File: src/rtl/stat_pkg.sv
package stat_pkg;

    localparam int STAT_W = 8;
    localparam int FLAG_N = 3;

    localparam int B_IRP = 7;
    localparam int B_RP1 = 6;
    localparam int B_RP0 = 5;
    localparam int B_TO  = 4;
    localparam int B_PD  = 3;
    localparam int B_Z   = 2;
    localparam int B_DC  = 1;
    localparam int B_C   = 0;

    localparam int BANK_N = B_IRP - B_RP0 + 1;

    // Encoding is {time-out, power-down}
    typedef enum logic [1:0] {
        PWR_RUN       = 2'b11,
        PWR_DOZE      = 2'b10,
        PWR_TRIP_RUN  = 2'b01,
        PWR_TRIP_DOZE = 2'b00
    } pwr_state_e;

endpackage

File: src/rtl/stat_power_fsm.sv
module stat_power_fsm
    import stat_pkg::*;
(
    input  logic clk,
    input  logic por,
    input  logic ev_clr,
    input  logic ev_sleep,
    input  logic ev_trip,
    output logic to_o,
    output logic pd_o
);

    pwr_state_e st_q;
    pwr_state_e st_d;

    // Next state: expiry beats sleep, sleep beats clear
    always_comb begin
        st_d = st_q;
        unique case (st_q)
            PWR_RUN: begin
                if (ev_trip)       st_d = PWR_TRIP_RUN;
                else if (ev_sleep) st_d = PWR_DOZE;
                else               st_d = PWR_RUN;
            end
            PWR_DOZE: begin
                if (ev_trip)       st_d = PWR_TRIP_DOZE;
                else if (ev_sleep) st_d = PWR_DOZE;
                else if (ev_clr)   st_d = PWR_RUN;
            end
            PWR_TRIP_RUN: begin
                if (ev_trip)       st_d = PWR_TRIP_RUN;
                else if (ev_sleep) st_d = PWR_DOZE;
                else if (ev_clr)   st_d = PWR_RUN;
            end
            PWR_TRIP_DOZE: begin
                if (ev_trip)       st_d = PWR_TRIP_DOZE;
                else if (ev_sleep) st_d = PWR_DOZE;
                else if (ev_clr)   st_d = PWR_RUN;
            end
            default: st_d = PWR_RUN;
        endcase
    end

    // State register
    always_ff @(posedge clk) begin
        if (por) st_q <= PWR_RUN;
        else     st_q <= st_d;
    end

    // Outputs decoded from state
    always_comb begin
        unique case (st_q)
            PWR_RUN:       begin to_o = 1'b1; pd_o = 1'b1; end
            PWR_DOZE:      begin to_o = 1'b1; pd_o = 1'b0; end
            PWR_TRIP_RUN:  begin to_o = 1'b0; pd_o = 1'b1; end
            PWR_TRIP_DOZE: begin to_o = 1'b0; pd_o = 1'b0; end
            default:       begin to_o = 1'b1; pd_o = 1'b1; end
        endcase
    end

endmodule

File: src/rtl/stat_flag_merge.sv
module stat_flag_merge
    import stat_pkg::*;
(
    input  logic              clk,
    input  logic              por,
    input  logic              bus_we,
    input  logic [FLAG_N-1:0] bus_flags,
    input  logic [FLAG_N-1:0] upd,
    input  logic [FLAG_N-1:0] val,
    output logic [FLAG_N-1:0] flags_q
);

    logic any_upd;
    logic bus_take;

    assign any_upd  = |upd;
    // Any ALU flag update masks the bus for all flag positions
    assign bus_take = bus_we && !any_upd;

    for (genvar i = 0; i < FLAG_N; i++) begin : g_flag
        always_ff @(posedge clk) begin
            if (por)           flags_q[i] <= 1'b0;
            else if (upd[i])   flags_q[i] <= val[i];
            else if (bus_take) flags_q[i] <= bus_flags[i];
        end
    end

endmodule

File: src/rtl/stat_bank_reg.sv
module stat_bank_reg
    import stat_pkg::*;
(
    input  logic              clk,
    input  logic              por,
    input  logic              bus_we,
    input  logic [BANK_N-1:0] bus_bank,
    output logic [BANK_N-1:0] bank_q
);

    always_ff @(posedge clk) begin
        if (por)         bank_q <= '0;
        else if (bus_we) bank_q <= bus_bank;
    end

endmodule

File: src/rtl/stat_bank_addr.sv
module stat_bank_addr #(
    parameter int OFF_W = 7,
    parameter int PTR_W = 8,
    localparam int DIR_AW = OFF_W + 2,
    localparam int IND_AW = PTR_W + 1
) (
    input  logic              irp,
    input  logic [1:0]        rp,
    input  logic [OFF_W-1:0]  dir_offset,
    input  logic [PTR_W-1:0]  ind_ptr,
    output logic [DIR_AW-1:0] dir_addr,
    output logic [IND_AW-1:0] ind_addr
);

    assign dir_addr = {rp, dir_offset};
    assign ind_addr = {irp, ind_ptr};

endmodule

File: src/rtl/proc_status_reg.sv
module proc_status_reg
    import stat_pkg::*;
#(
    parameter int OFF_W = 7,
    parameter int PTR_W = 8,
    localparam int DIR_AW = OFF_W + 2,
    localparam int IND_AW = PTR_W + 1
) (
    input  logic              clk,
    input  logic              por,
    input  logic              bus_we,
    input  logic [7:0]        bus_wdata,
    input  logic              upd_z,
    input  logic              val_z,
    input  logic              upd_dc,
    input  logic              val_dc,
    input  logic              upd_c,
    input  logic              val_c,
    input  logic              ev_wdt_clr,
    input  logic              ev_sleep,
    input  logic              ev_wdt_trip,
    input  logic [OFF_W-1:0]  dir_offset,
    input  logic [PTR_W-1:0]  ind_ptr,
    output logic [7:0]        status_q,
    output logic [DIR_AW-1:0] dir_addr,
    output logic [IND_AW-1:0] ind_addr
);

    logic [BANK_N-1:0] bank_q;
    logic [FLAG_N-1:0] flags_q;
    logic              to_q;
    logic              pd_q;
    logic              unused_pwr_bits;

    // Power-state positions are read-only from the bus
    assign unused_pwr_bits = ^bus_wdata[B_TO:B_PD];

    stat_bank_reg u_bank (
        .clk      (clk),
        .por      (por),
        .bus_we   (bus_we),
        .bus_bank (bus_wdata[B_IRP:B_RP0]),
        .bank_q   (bank_q)
    );

    stat_flag_merge u_flags (
        .clk       (clk),
        .por       (por),
        .bus_we    (bus_we),
        .bus_flags (bus_wdata[B_Z:B_C]),
        .upd       ({upd_z, upd_dc, upd_c}),
        .val       ({val_z, val_dc, val_c}),
        .flags_q   (flags_q)
    );

    stat_power_fsm u_pwr (
        .clk      (clk),
        .por      (por),
        .ev_clr   (ev_wdt_clr),
        .ev_sleep (ev_sleep),
        .ev_trip  (ev_wdt_trip),
        .to_o     (to_q),
        .pd_o     (pd_q)
    );

    assign status_q = {bank_q, to_q, pd_q, flags_q};

    stat_bank_addr #(
        .OFF_W (OFF_W),
        .PTR_W (PTR_W)
    ) u_addr (
        .irp        (status_q[B_IRP]),
        .rp         (status_q[B_RP1:B_RP0]),
        .dir_offset (dir_offset),
        .ind_ptr    (ind_ptr),
        .dir_addr   (dir_addr),
        .ind_addr   (ind_addr)
    );

endmodule

File: config.mk
export PLATFORM = sky130hd
export DESIGN_NAME = proc_status_reg
export DESIGN_NICKNAME = d
export VERILOG_FILES = /design/src/rtl/stat_pkg.sv /design/src/rtl/stat_power_fsm.sv /design/src/rtl/stat_flag_merge.sv /design/src/rtl/stat_bank_reg.sv /design/src/rtl/stat_bank_addr.sv /design/src/rtl/proc_status_reg.sv
export SDC_FILE = /design/constraint.sdc
export NUM_CORES = 1
export LEC_CHECK = 0
export ABC_CLOCK_PERIOD_IN_PS = 1500
export CORE_MARGIN = 4
export CORE_UTILIZATION = 25
export DETAILED_ROUTE_END_ITERATION = 16
export GPL_ROUTABILITY_DRIVEN = 0
export GPL_TIMING_DRIVEN = 1
export PLACE_DENSITY = 0.77
export SYNTH_ARGS = -nofsm -noshare
export SYNTH_HDL_FRONTEND = slang
export SYNTH_SLANG_ARGS = --single-unit
File: constraint.sdc
create_clock -name clk -period 1.5 [get_ports clk]
set_input_delay 0.3 -clock clk [delete_from_list [all_inputs] [get_ports clk]]
set_output_delay 0.3 -clock clk [all_outputs]
set_load 0.02 [all_outputs]
Word-level counts from Yosys, hierarchy flattened
Index checks and enable logic that the tools add are counted.
Cells by class
  reduce and logical (&&, ||, !) cells: 11
  multiplexer cells: 15
  equality and inequality tests: 3
Operator list (number)
  2-to-1 mux 2 bit: 5
  OR reduction 2 bit: 4
  2-to-1 mux 1 bit: 7
  case mux 2 bit (3 select lines): 1
  nonzero test 2 bit: 3
  equality test 2 bit (second input constant): 2
  case mux 1 bit (2 select lines): 2
  OR reduction 3 bit: 1
  equality test 2 x 1 -> 1 bit (second input constant): 1
  zero test 2 bit: 1
  logical AND 1 bit: 1
  zero test 1 bit: 1
Word-level totals
  output and inout bits: 26
  word-level logic and storage cells: 34
  bits of input ports: 35
  register bits after elaboration: 8

Longest topological paths before layout
Gate-level depths: netlist (run 1).
  depth after elaboration: 5
  depth in mapped cells: 3
  mapped depth without buffers: 3

Modules after synthesis
From an unflattened synthesis (run 1), not the netlist that was laid out.
Second synthesis, totals
  cells, all modules: 56
  area, all modules: 506.7 µm²
Modules (own cells, without submodules)
  stat_flag_merge: times used 1, cells each 17, area an instance 165.2 µm²
  stat_bank_addr: times used 1, cells each 18, area an instance 135.1 µm²
  stat_bank_reg: times used 1, cells each 9, area an instance 101.3 µm²
  stat_power_fsm: times used 1, cells each 10, area an instance 90.1 µm²
  proc_status_reg: times used 1, cells each 2, area an instance 15.0 µm²

Worst setup path after synthesis (run 1)
No wires, ideal clock.
  path type: input -> register
  start: input upd_dc
  end: register u_flags.flags_q[0]
  data arrival time: 999 ps
  buffers on the path: 0
  setup time: 124 ps
  cell stages on the path: 3
  slack: 377 ps
  path through: or4b_1 -> nor2_1 -> a2111oi_1
Between the ends
  longest elaborated chain between the ends: 4
Ends and longest elaborated chain
  from (decl): line proc_status_reg.sv:15  | input logic upd_dc,
  OR reduction 3 bit: line stat_flag_merge.sv:16  | assign any_upd = |upd;
  zero test 1 bit: line stat_flag_merge.sv:18  | assign bus_take = bus_we && !any_upd;
  logical AND 1 bit: line stat_flag_merge.sv:18
  nonzero test 2 bit (no source line)
  to (signal, indexed assignment): line stat_flag_merge.sv:23  | else if (upd[i]) flags_q[i] <= val[i];
  to (signal, indexed assignment): line stat_flag_merge.sv:24  | else if (bus_take) flags_q[i] <= bus_flags[i];
  to (decl): line stat_flag_merge.sv:10  | output logic [FLAG_N-1:0] flags_q
Every way passes these cells.
A chain may end at the register's enable or synchronous reset.

Worst setup path after layout (run 1)
  start: input bus_we
  end: register u_flags.flags_q[0]
Between the ends
  longest elaborated chain between the ends: 2
Ends and longest elaborated chain
  from (decl): line proc_status_reg.sv:11  | input logic bus_we,
  logical AND 1 bit: line stat_flag_merge.sv:18
  nonzero test 2 bit (no source line)
Every way passes these cells.

==> impl_metrics.prom, run 1 <==
# TYPE chip_impl_metric gauge
chip_impl_metric{name="pwr_density_cell",unit="nW/um^2"} 755
chip_impl_info{name="dominant_combinational_cell_family_by_area_after_synthesis",value="buffers and inverters"} 1
chip_impl_metric{name="globalRouteOverflowTotal",unit=""} 0
chip_impl_info{name="startpoint_type",value="input pin"} 1
chip_impl_metric{name="synth-compound-area-share",unit=""} 0.0995
chip_impl_metric{name="fillerInstances",unit=""} 192
chip_impl_metric{name="whs_path_depth",unit=""} 2
chip_impl_metric{name="die_h",unit="um"} 52.9
chip_impl_metric{name="postSynthCellCount",unit=""} 57
chip_impl_metric{name="cts.htree.levels",unit=""} 1
chip_impl_metric{name="maximum_number_of_pins_on_one_net_before_global_route_repair",unit=""} 6
chip_impl_metric{name="cts_post_setup_buffers_inserted",unit=""} 0
chip_impl_metric{name="drive_gt1_frac",unit=""} 0.183
chip_impl_metric{name="critical_path_arrival",unit="ns"} 1.55
chip_impl_info{name="clock-root-buffer",value="clkbuf_4"} 1
chip_impl_metric{name="flow.area_growth_from_synthesis",unit="%"} 44.5
chip_impl_metric{name="synth.net_count",unit=""} 92
chip_impl_metric{name="count_of_yosys_warnings_during_synthesis",unit=""} 0
chip_impl_metric{name="detail_route.iter0.violations",unit=""} 1
chip_impl_metric{name="worst_ep_required_time",unit="ns"} 1.64
chip_impl_metric{name="antenna_found_initial",unit=""} 0
chip_impl_metric{name="ant_nets",unit=""} 0
chip_impl_metric{name="n_antenna_cell",unit=""} 0
chip_impl_info{name="grt_setup_unrepaired",value="false"} 1
chip_impl_metric{name="max_clock_freq",unit="MHz"} 708
chip_impl_info{name="hold_path.class",value="input pin to flop"} 1
chip_impl_metric{name="clkLatencyLatePin",unit="ns"} 0.26
chip_impl_info{name="critPathCaptureType",value="flop"} 1
chip_impl_metric{name="post_synth_mux_area_share",unit=""} 0.0597
chip_impl_info{name="cts_tree",value="built"} 1
chip_impl_info{name="layout.cells.most_common_list",value="clkdlybuf4s50_1, dlygate4sd2_1, dfxtp_1"} 1
chip_impl_metric{name="detailedRoute.firstPassIterationCount",unit=""} 2
chip_impl_metric{name="routed_via_density",unit=""} 4.27
chip_impl_metric{name="cap_viol_max_count",unit=""} 0
chip_impl_metric{name="grt_pass1_vias",unit=""} 406
chip_impl_metric{name="yosys.cell_types.count",unit=""} 13
chip_impl_metric{name="tightest_slew",unit="ns"} 0.280
chip_impl_metric{name="num_io_pins",unit=""} 61
chip_impl_metric{name="placed_cells_incl_taps",unit=""} 93
chip_impl_metric{name="crit_fanout",unit=""} 3
chip_impl_metric{name="synth-xor-area-share",unit=""} 0
chip_impl_metric{name="r2r.worst_path.cells",unit=""} 2
chip_impl_metric{name="min_period",unit="ns"} 1.41
chip_impl_metric{name="timing.max_slew.rel_slack",unit=""} 0.812
chip_impl_metric{name="ctsLongestPathBuffers",unit=""} 2
chip_impl_metric{name="floorplan.die_area",unit="sq um"} 2790
chip_impl_metric{name="dp.final_hpwl",unit="um"} 937
chip_impl_info{name="run_status",value="finished clean"} 1
chip_impl_metric{name="vdd.ir_drop.worst",unit="uV"} 377
chip_impl_info{name="worst-setup-path-type",value="input pin to flop"} 1
chip_impl_metric{name="post_synth_instance_area",unit="sq um"} 503
chip_impl_info{name="mostFrequentLayoutCell",value="clkdlybuf4s50_1"} 1
chip_impl_metric{name="final_hold_viol_count",unit=""} 0
chip_impl_metric{name="fin_crit_sh",unit=""} 0.941
chip_impl_metric{name="leakagePower",unit="nW"} 0.353
chip_impl_metric{name="die_w",unit="um"} 52.9
chip_impl_metric{name="clock_sink_count",unit=""} 8
chip_impl_metric{name="total_power",unit="W"} 0.000549
chip_impl_metric{name="detailroute.via_count",unit=""} 410
chip_impl_metric{name="grt_pass1_wl",unit="um"} 1790
chip_impl_metric{name="nNetsFinal",unit=""} 108
chip_impl_metric{name="wl",unit="um"} 1120
chip_impl_metric{name="post_layout_nonfiller_instances",unit=""} 96
chip_impl_metric{name="postCtsHoldBufs",unit=""} 0
chip_impl_metric{name="setup_viol_count_final",unit=""} 0
chip_impl_metric{name="hold_slack",unit="ns"} 0.345
chip_impl_metric{name="core_area",unit="sq um"} 1820
chip_impl_metric{name="synth_seq_cells",unit=""} 8
chip_impl_metric{name="clk_pin_slew",unit="ns"} 0.06
chip_impl_metric{name="drv_slew",unit=""} 0
chip_impl_metric{name="finalClockSkew",unit="ns"} 0
chip_impl_metric{name="grt.total_usage",unit=""} 0.0894
chip_impl_metric{name="row_count",unit=""} 15
chip_impl_metric{name="synth-seq-area-share",unit=""} 0.318
chip_impl_metric{name="route.detailed.wl_per_inst",unit="um"} 11.7
chip_impl_metric{name="cts_buffers",unit=""} 3
chip_impl_metric{name="synth_simple_gate_area_frac",unit=""} 0.164
chip_impl_metric{name="initial_core_util",unit=""} 0.276
chip_impl_metric{name="post_synth_fa_ha_maj_area_fraction",unit=""} 0
chip_impl_metric{name="placement.io_buffers",unit=""} 28
chip_impl_metric{name="drcViolationCount",unit=""} 0
chip_impl_metric{name="post_synth.cell_area_avg",unit="sq um"} 8.82
==> state kept, by name (all words and copies together), names as in the netlist <==
| signal | count |
|---|---|
| u_bank.bank_q | 3 |
| u_flags.flags_q | 3 |
| u_pwr.st_q | 2 |
==> cells by family after synthesis <==
family / after synthesis
buffers and inverters: 27
AND/OR/NAND/NOR: 13
flip-flops: 8
AO/OA/AOI/OAI: 6
multiplexers: 3
==> cell usage after synthesis <==
| cell type | n | area (sq um) |
|---|---|---|
| a2111oi_1 | 3 | 30.0 |
| a21oi_1 | 1 | 5.00 |
| buf_4 | 21 | 158 |
| clkbuf_1 | 2 | 7.51 |
| dfxtp_1 | 8 | 160 |
| inv_1 | 4 | 15.0 |
| mux2i_1 | 3 | 30.0 |
| nor2_1 | 6 | 22.5 |
| nor2b_1 | 1 | 6.26 |
| nor3_1 | 4 | 20.0 |
| nor4b_4 | 1 | 23.8 |
| o21bai_1 | 2 | 15.0 |
| or4b_1 | 1 | 10.0 |
==> worst max-delay path, cell delays in order <==
cell	delay, ns
clkdlybuf4s50_1	0.52
or4b_1	0.52
nor2_1	0.15
a2111oi_2	0.06
==> power breakdown <==
part	total [W]	switching, W	leakage [nW]	internal (W)
clock network	0.000167	0.0000752	0.0138	0.0000917
registers	0.000234	0.00000725	0.0664	0.000227
logic	0.000147	0.0000627	0.273	0.0000848
total	0.000549	0.000145	0.353	0.000404
==> per-layer routing <==
layer	routed length, um	track usage	up-vias
li1	-	-	198
met1	370	0.0839	182
met2	540	0.147	25
met3	194	0.0676	5
met4	14	0.0340	0
met5	0	0	-
==> stage by stage <==
stage                     cell area [sq um]  TNS, ns   util  worst slack, ns
after floorplan                         503        0      -            0.377
after global placement                  694   -0.428  0.381           -0.149
after detailed placement                694   -0.598  0.381           -0.233
after CTS                               704        0  0.387          0.00371
after global routing                    727        0  0.399           0.0211
final                                   727        0  0.399           0.0883
==> layout make-up <==
cell class	count	area [sq um]	area share
repair buffers	34	320	0.441
clock buffers	3	22.5	0.0310
multi-input cells	22	178	0.244
inverters	4	15.0	0.0207
well taps	25	31.3	0.0430
flip-flops and latches	8	160	0.220
==> timing repair <==
action,4_1_cts,5_1_grt
pin swaps,0,2
cloned,0,0
resized for setup,10,6
setup endpoints to repair,10,4
==> path summary, 6_finish.rpt <==
path                                    startpoint                 end  slack [ns]
worst max-delay path                        bus_we  u_flags.flags_q[0]        0.09
worst min register to register       u_pwr.st_q[1]       u_pwr.st_q[1]        0.50
worst max register to register  u_flags.flags_q[2]  u_flags.flags_q[2]        0.73
worst min-delay path                         upd_c  u_flags.flags_q[0]        0.35
(Power assumes the default switching activity.)
==> inputs of run 2 (changes only) <==
- CORE_ASPECT_RATIO: not set -> 0.75
- SLEW_MARGIN: not set -> 20
- TNS_END_PERCENT: not set -> 1
==> run 2 against run 1 <==
Against the previous run: fmax about the same; clock power is 4% lower; core utilization about the same; count of clock-buffer cells in the layout unchanged; via count fell by 0.73%; largest cell class unchanged; largest power group unchanged; highest routed layer unchanged; first-iteration DRC count increased to 3.0 times the previous value.
==> impl_metrics.prom, run 2 (same netlist as run 1, synthesis figures left out) <==
# TYPE chip_impl_metric gauge
chip_impl_metric{name="row_count",unit=""} 13
chip_impl_metric{name="maximum_number_of_pins_on_one_net_before_global_route_repair",unit=""} 6
chip_impl_metric{name="detail_route.iter0.violations",unit=""} 3
chip_impl_info{name="hold_path.class",value="input pin to flop"} 1
chip_impl_metric{name="use_met2",unit=""} 0.149
chip_impl_metric{name="timing.max_slew.rel_slack",unit=""} 0.786
chip_impl_metric{name="wl",unit="um"} 1090
chip_impl_metric{name="min_period",unit="ns"} 1.41
chip_impl_metric{name="setup_viol_count_final",unit=""} 0
chip_impl_metric{name="nNetsFinal",unit=""} 109
chip_impl_metric{name="globalRouteOverflowTotal",unit=""} 0
chip_impl_metric{name="critical_path_arrival",unit="ns"} 1.55
chip_impl_metric{name="die_w",unit="um"} 59.8
chip_impl_metric{name="met1_usage",unit=""} 0.0668
chip_impl_metric{name="grt_pass1_vias",unit=""} 407
chip_impl_metric{name="cap_viol_max_count",unit=""} 0
chip_impl_metric{name="grt_pass1_wl",unit="um"} 1590
chip_impl_info{name="grt_busiest_layer",value="met2"} 1
chip_impl_metric{name="initial_core_util",unit=""} 0.276
chip_impl_metric{name="detailroute.via_count",unit=""} 407
chip_impl_metric{name="cts.htree.levels",unit=""} 1
chip_impl_metric{name="cts_post_setup_buffers_inserted",unit=""} 0
chip_impl_metric{name="grt_use_met3",unit=""} 0.0577
chip_impl_metric{name="clock_sink_count",unit=""} 8
chip_impl_metric{name="n_antenna_cell",unit=""} 0
chip_impl_metric{name="crit_fanout",unit=""} 3
chip_impl_metric{name="drv_slew",unit=""} 0
chip_impl_metric{name="ctsLongestPathBuffers",unit=""} 2
chip_impl_info{name="worst-setup-path-type",value="input pin to flop"} 1
chip_impl_info{name="biggestRegsByFlops",value="u_bank.bank_q: 3 flops, u_flags.flags_q: 3 flops, u_pwr.st_q: 2 flops"} 1
chip_impl_info{name="clock-root-buffer",value="clkbuf_4"} 1
chip_impl_metric{name="floorplan.die_area",unit="sq um"} 2800
chip_impl_metric{name="num_io_pins",unit=""} 61
chip_impl_metric{name="die_h",unit="um"} 46.8
chip_impl_metric{name="drcViolationCount",unit=""} 0
chip_impl_metric{name="dp.final_hpwl",unit="um"} 901
chip_impl_metric{name="vdd.ir_drop.worst",unit="uV"} 378
chip_impl_info{name="grt_setup_unrepaired",value="false"} 1
chip_impl_metric{name="core_area",unit="sq um"} 1820
chip_impl_metric{name="routed_via_density",unit=""} 4.33
chip_impl_metric{name="route.detailed.wl_per_inst",unit="um"} 11.5
chip_impl_info{name="slowest_stage",value="clkdlybuf4s50_1"} 1
chip_impl_info{name="run_status",value="finished clean"} 1
chip_impl_metric{name="grt.total_usage",unit=""} 0.0800
chip_impl_metric{name="post_layout_nonfiller_instances",unit=""} 94
chip_impl_metric{name="detailedRoute.firstPassIterationCount",unit=""} 2
chip_impl_metric{name="tightest_slew",unit="ns"} 0.320
chip_impl_metric{name="max_clock_freq",unit="MHz"} 709
chip_impl_metric{name="clkLatencyLatePin",unit="ns"} 0.25
chip_impl_metric{name="worst_ep_required_time",unit="ns"} 1.64
chip_impl_info{name="layout.cells.most_common_list",value="clkdlybuf4s50_1, dlygate4sd2_1, dfxtp_1"} 1
chip_impl_info{name="critPathCaptureType",value="flop"} 1
chip_impl_info{name="cts_tree",value="built"} 1
chip_impl_metric{name="leakagePower",unit="nW"} 0.370
chip_impl_metric{name="worst_path_largest_cell_delay",unit="ns"} 0.42
chip_impl_metric{name="clk_pin_slew",unit="ns"} 0.06
chip_impl_metric{name="placed_cells_incl_taps",unit=""} 91
chip_impl_info{name="startpoint_type",value="input pin"} 1
chip_impl_metric{name="fin_crit_sh",unit=""} 0.941
chip_impl_info{name="crit_path_cell_trace",value="clkdlybuf4s50_1 > buf_4 > nor4b_4 > nor3_2 > a2111oi_1"} 1
chip_impl_metric{name="drive_gt1_frac",unit=""} 0.167
chip_impl_metric{name="placement.io_buffers",unit=""} 28
chip_impl_metric{name="final_hold_viol_count",unit=""} 0
chip_impl_metric{name="finalClockSkew",unit="ns"} 0
chip_impl_metric{name="antenna_found_initial",unit=""} 0
chip_impl_info{name="mostFrequentLayoutCell",value="clkdlybuf4s50_1"} 1
chip_impl_metric{name="ant_nets",unit=""} 0
chip_impl_metric{name="cts_buffers",unit=""} 3
chip_impl_metric{name="flow.area_growth_from_synthesis",unit="%"} 44.8
chip_impl_metric{name="hold_slack",unit="ns"} 0.369
chip_impl_metric{name="pwr_density_cell",unit="nW/um^2"} 744
## run 2: cell type report
class	instances	area [sq um]
Multi-Input combinational cell	22	168
Sequential cell	8	160
Timing Repair Buffer	35	335
Fill cell	189	1090
Tap cell	22	27.5
Inverter	4	15.0
Clock buffer	3	22.5
## run 2: per-layer routing
layer	vias up	routed length, um
met5	-	0
li1	201	-
met4	0	2
met3	2	124
met1	187	402
met2	17	555
## run 2: repair_timing
action | 4_1_cts | 5_1_grt
endpoints found under the setup margin | 8 | 6
pin swaps | 0 | 2
hold buffers | 0 | 0
gates resized for setup | 8 | 6
## run 2: critical path: cells and delay by family
kind	cells	cell delay (ns)
compound gates	1	0.32
buf+inv	2	0.57
simple gates	2	0.35
## run 2: worst paths after layout
kind / from / to / slack (ns) / cells after the start
worst max-delay path: upd_c / u_flags.flags_q[2] / 0.09 / 5
worst min-delay path: upd_z / u_flags.flags_q[2] / 0.37 / 2
worst max register to register: u_flags.flags_q[2] / u_flags.flags_q[2] / 0.67 / 2
worst min register to register: u_pwr.st_q[1] / u_pwr.st_q[1] / 0.50 / 2
## run 2: power breakdown
group / internal (W) / switching (W) / leakage, nW
clock network: 0.0000912 / 0.0000683 / 0.0138
registers: 0.000227 / 0.00000742 / 0.0664
logic: 0.0000864 / 0.0000611 / 0.290
total: 0.000405 / 0.000137 / 0.370
## run 2: per-stage QoR
stage | worst slack, ns | util | power [W] | cell area (sq um) | setup TNS, ns
6_report | 0.0891 | 0.400 | 0.000542 | 728 | 0
5_1_grt | 0.0232 | 0.400 | 0.000573 | 728 | 0
4_1_cts | 0.00785 | 0.390 | 0.000552 | 711 | 0
3_5_place_dp | -0.175 | 0.383 | 0.000398 | 698 | -0.516
3_3_place_gp | -0.149 | 0.383 | 0.000395 | 698 | -0.436
2_1_floorplan | 0.377 | - | 0.000361 | 503 | 0
==> inputs of run 3 (changes only) <==
- ABC_CLOCK_PERIOD_IN_PS: 1500 -> 1400
- TNS_END_PERCENT: 1 -> 5
- clock period: 1.5 -> 1.4 ns (I/O delays scaled with it)
==> run 3 against run 2 <==
Against the previous run: power increased by 7.6%; sequential share of layout area decreased by 0.37 points; worst setup slack improved by 0.092 ns; first-iteration DRC count decreased by 100%; highest routed layer unchanged; die area unchanged; count of clock-buffer cells in the layout unchanged; sequential power increased by 7%.
==> impl_metrics.prom, run 3 (same netlist as run 1, synthesis figures left out) <==
# TYPE chip_impl_metric gauge
chip_impl_metric{name="drcViolationCount",unit=""} 0
chip_impl_metric{name="maximum_number_of_pins_on_one_net_before_global_route_repair",unit=""} 6
chip_impl_metric{name="pwr_density_cell",unit="nW/um^2"} 787
chip_impl_metric{name="placement.io_buffers",unit=""} 28
chip_impl_info{name="layout.cells.most_common_list",value="clkdlybuf4s50_1, dlygate4sd2_1, dfxtp_1"} 1
chip_impl_metric{name="nNetsFinal",unit=""} 109
chip_impl_metric{name="min_period",unit="ns"} 1.22
chip_impl_info{name="gate_family_responsible_for_the_most_delay_along_the_worst_path",value="buffers and inverters"} 1
chip_impl_metric{name="ant_nets",unit=""} 0
chip_impl_info{name="clock-root-buffer",value="clkbuf_4"} 1
chip_impl_metric{name="setup_viol_count_final",unit=""} 0
chip_impl_metric{name="wl",unit="um"} 1090
chip_impl_metric{name="tightest_slew",unit="ns"} 0.325
chip_impl_info{name="grt_setup_unrepaired",value="false"} 1
chip_impl_metric{name="fin_crit_sh",unit=""} 0.871
chip_impl_metric{name="cap_viol_max_count",unit=""} 0
chip_impl_metric{name="fillerInstances",unit=""} 194
chip_impl_metric{name="clk_pin_slew",unit="ns"} 0.06
chip_impl_metric{name="num_io_pins",unit=""} 61
chip_impl_info{name="hold_path.class",value="input pin to flop"} 1
chip_impl_metric{name="detailroute.via_count",unit=""} 412
chip_impl_metric{name="detailedRoute.firstPassIterationCount",unit=""} 1
chip_impl_metric{name="placed_cell_area",unit="sq um"} 698
chip_impl_metric{name="antenna_found_initial",unit=""} 0
chip_impl_metric{name="floorplan.die_area",unit="sq um"} 2800
chip_impl_info{name="mostFrequentLayoutCell",value="clkdlybuf4s50_1"} 1
chip_impl_metric{name="drv_slew",unit=""} 0
chip_impl_metric{name="grt.total_usage",unit=""} 0.0801
chip_impl_metric{name="cts.htree.levels",unit=""} 1
chip_impl_metric{name="vdd.ir_drop.worst",unit="uV"} 428
chip_impl_metric{name="post-route-cell-area",unit="sq um"} 741
chip_impl_metric{name="n_antenna_cell",unit=""} 0
chip_impl_info{name="cts_tree",value="built"} 1
chip_impl_metric{name="cts_buffers",unit=""} 3
chip_impl_info{name="run_status",value="finished clean"} 1
chip_impl_metric{name="routed_via_density",unit=""} 4.38
chip_impl_metric{name="die_w",unit="um"} 59.8
chip_impl_info{name="slowest_stage",value="dlygate4sd2_1"} 1
chip_impl_metric{name="globalRouteOverflowTotal",unit=""} 0
chip_impl_metric{name="worst_ep_required_time",unit="ns"} 1.12
chip_impl_metric{name="critPathBufInv",unit=""} 1
chip_impl_info{name="critPathCaptureType",value="output port"} 1
chip_impl_metric{name="die_h",unit="um"} 46.8
chip_impl_metric{name="leakagePower",unit="nW"} 0.376
chip_impl_metric{name="final_hold_viol_count",unit=""} 0
chip_impl_metric{name="critical_path_arrival",unit="ns"} 0.94
chip_impl_info{name="startpoint_type",value="flop"} 1
chip_impl_metric{name="worst_path_largest_cell_delay",unit="ns"} 0.35
chip_impl_info{name="crit_path_cell_trace",value="dlygate4sd2_1"} 1
chip_impl_metric{name="clock_sink_count",unit=""} 8
chip_impl_metric{name="dp.final_hpwl",unit="um"} 902
chip_impl_metric{name="total_power",unit="W"} 0.000583
chip_impl_info{name="worst-setup-path-type",value="flop to output port"} 1
chip_impl_metric{name="finalClockSkew",unit="ns"} 0
chip_impl_metric{name="timing.max_slew.rel_slack",unit=""} 0.783
chip_impl_metric{name="detail_route.iter0.violations",unit=""} 0
chip_impl_metric{name="max_clock_freq",unit="MHz"} 820
chip_impl_metric{name="core_area",unit="sq um"} 1820
chip_impl_metric{name="row_count",unit=""} 13
chip_impl_info{name="biggestRegsByFlops",value="u_bank.bank_q: 3 flops, u_flags.flags_q: 3 flops, u_pwr.st_q: 2 flops"} 1
chip_impl_metric{name="flow.area_growth_from_synthesis",unit="%"} 47.3
chip_impl_metric{name="clkLatencyLatePin",unit="ns"} 0.25
chip_impl_metric{name="initial_core_util",unit=""} 0.276
chip_impl_metric{name="grt_pass1_wl",unit="um"} 1590
chip_impl_metric{name="grt_pass1_vias",unit=""} 405
chip_impl_metric{name="crit_fanout",unit=""} 2
chip_impl_metric{name="ctsLongestPathBuffers",unit=""} 2
chip_impl_metric{name="postCtsHoldBufs",unit=""} 0
chip_impl_metric{name="route.detailed.wl_per_inst",unit="um"} 11.6
chip_impl_metric{name="drive_gt1_frac",unit=""} 0.222
## run 3: cell types whose count changed in the layout (fill, tap and decap cells not counted)
| cell | before | now |
|---|---|---|
| or4b_4 | 0 | 1 |
| or4b_1 | 1 | 0 |
| nor3_2 | 1 | 2 |
| a2111oi_1 | 3 | 1 |
| nor3_1 | 3 | 2 |
| a2111oi_2 | 0 | 2 |
| dlygate4sd2_1 | 8 | 11 |
| clkdlybuf4s50_1 | 15 | 13 |
| dlymetal6s2s_1 | 5 | 4 |
## run 3: metal layers
layer,global-route usage,part of all wire,vias up
li1,-,-,202
met1,0.0669,0.37,193
met2,0.149,0.52,15
met3,0.0577,0.11,2
met4,0.0310,0.0018,0
met5,0,0,-
## run 3: what timing repair did
item	CTS	global route
endpoints found under the setup margin	11	3
setup buffers	0	0
resized for setup	11	9
pin swaps	0	4
## run 3: worst paths after layout
kind                 startpoint                  to  slack, ns  cells past startpoint
min reg2reg       u_pwr.st_q[1]       u_pwr.st_q[1]       0.49                      2
max          u_flags.flags_q[2]         status_q[2]       0.18                      1
min                       upd_z  u_flags.flags_q[2]       0.36                      2
max reg2reg  u_flags.flags_q[2]  u_flags.flags_q[2]       0.63                      2
## run 3: area by class of cell
type	count	area, sq um	area share
Clock buffer	3	22.5	0.0304
Inverter	4	15.0	0.0203
Multi-Input combinational cell	22	186	0.252
Sequential cell	8	160	0.216
Tap cell	22	27.5	0.0372
Timing Repair Buffer	35	329	0.444
## run 3: metrics by stage
step                worst slack [ns]  hold WS [ns]   util  setup TNS, ns  instances
floorplan                      0.297         0.352      -              0         57
global placement              -0.229         0.487  0.383         -0.676         91
detailed placement            -0.255         0.490  0.383         -0.756         91
CTS                          0.00561         0.499  0.388              0         94
global route                  0.0815         0.382  0.407              0         94
finish                         0.181         0.364  0.407              0         94
## run 3: worst reg2reg max path, cell delays in order (launching register included)
cell and delay [ns]:
dfxtp_1 0.34, nor3_2 0.06, a2111oi_2 0.27
## run 3: power by group
part / internal [W] / leakage [nW] / switching, W
combinational: 0.0000922 / 0.296 / 0.0000688
clock: 0.0000977 / 0.0138 / 0.0000727
sequential: 0.000244 / 0.0664 / 0.00000833
total: 0.000433 / 0.376 / 0.000150
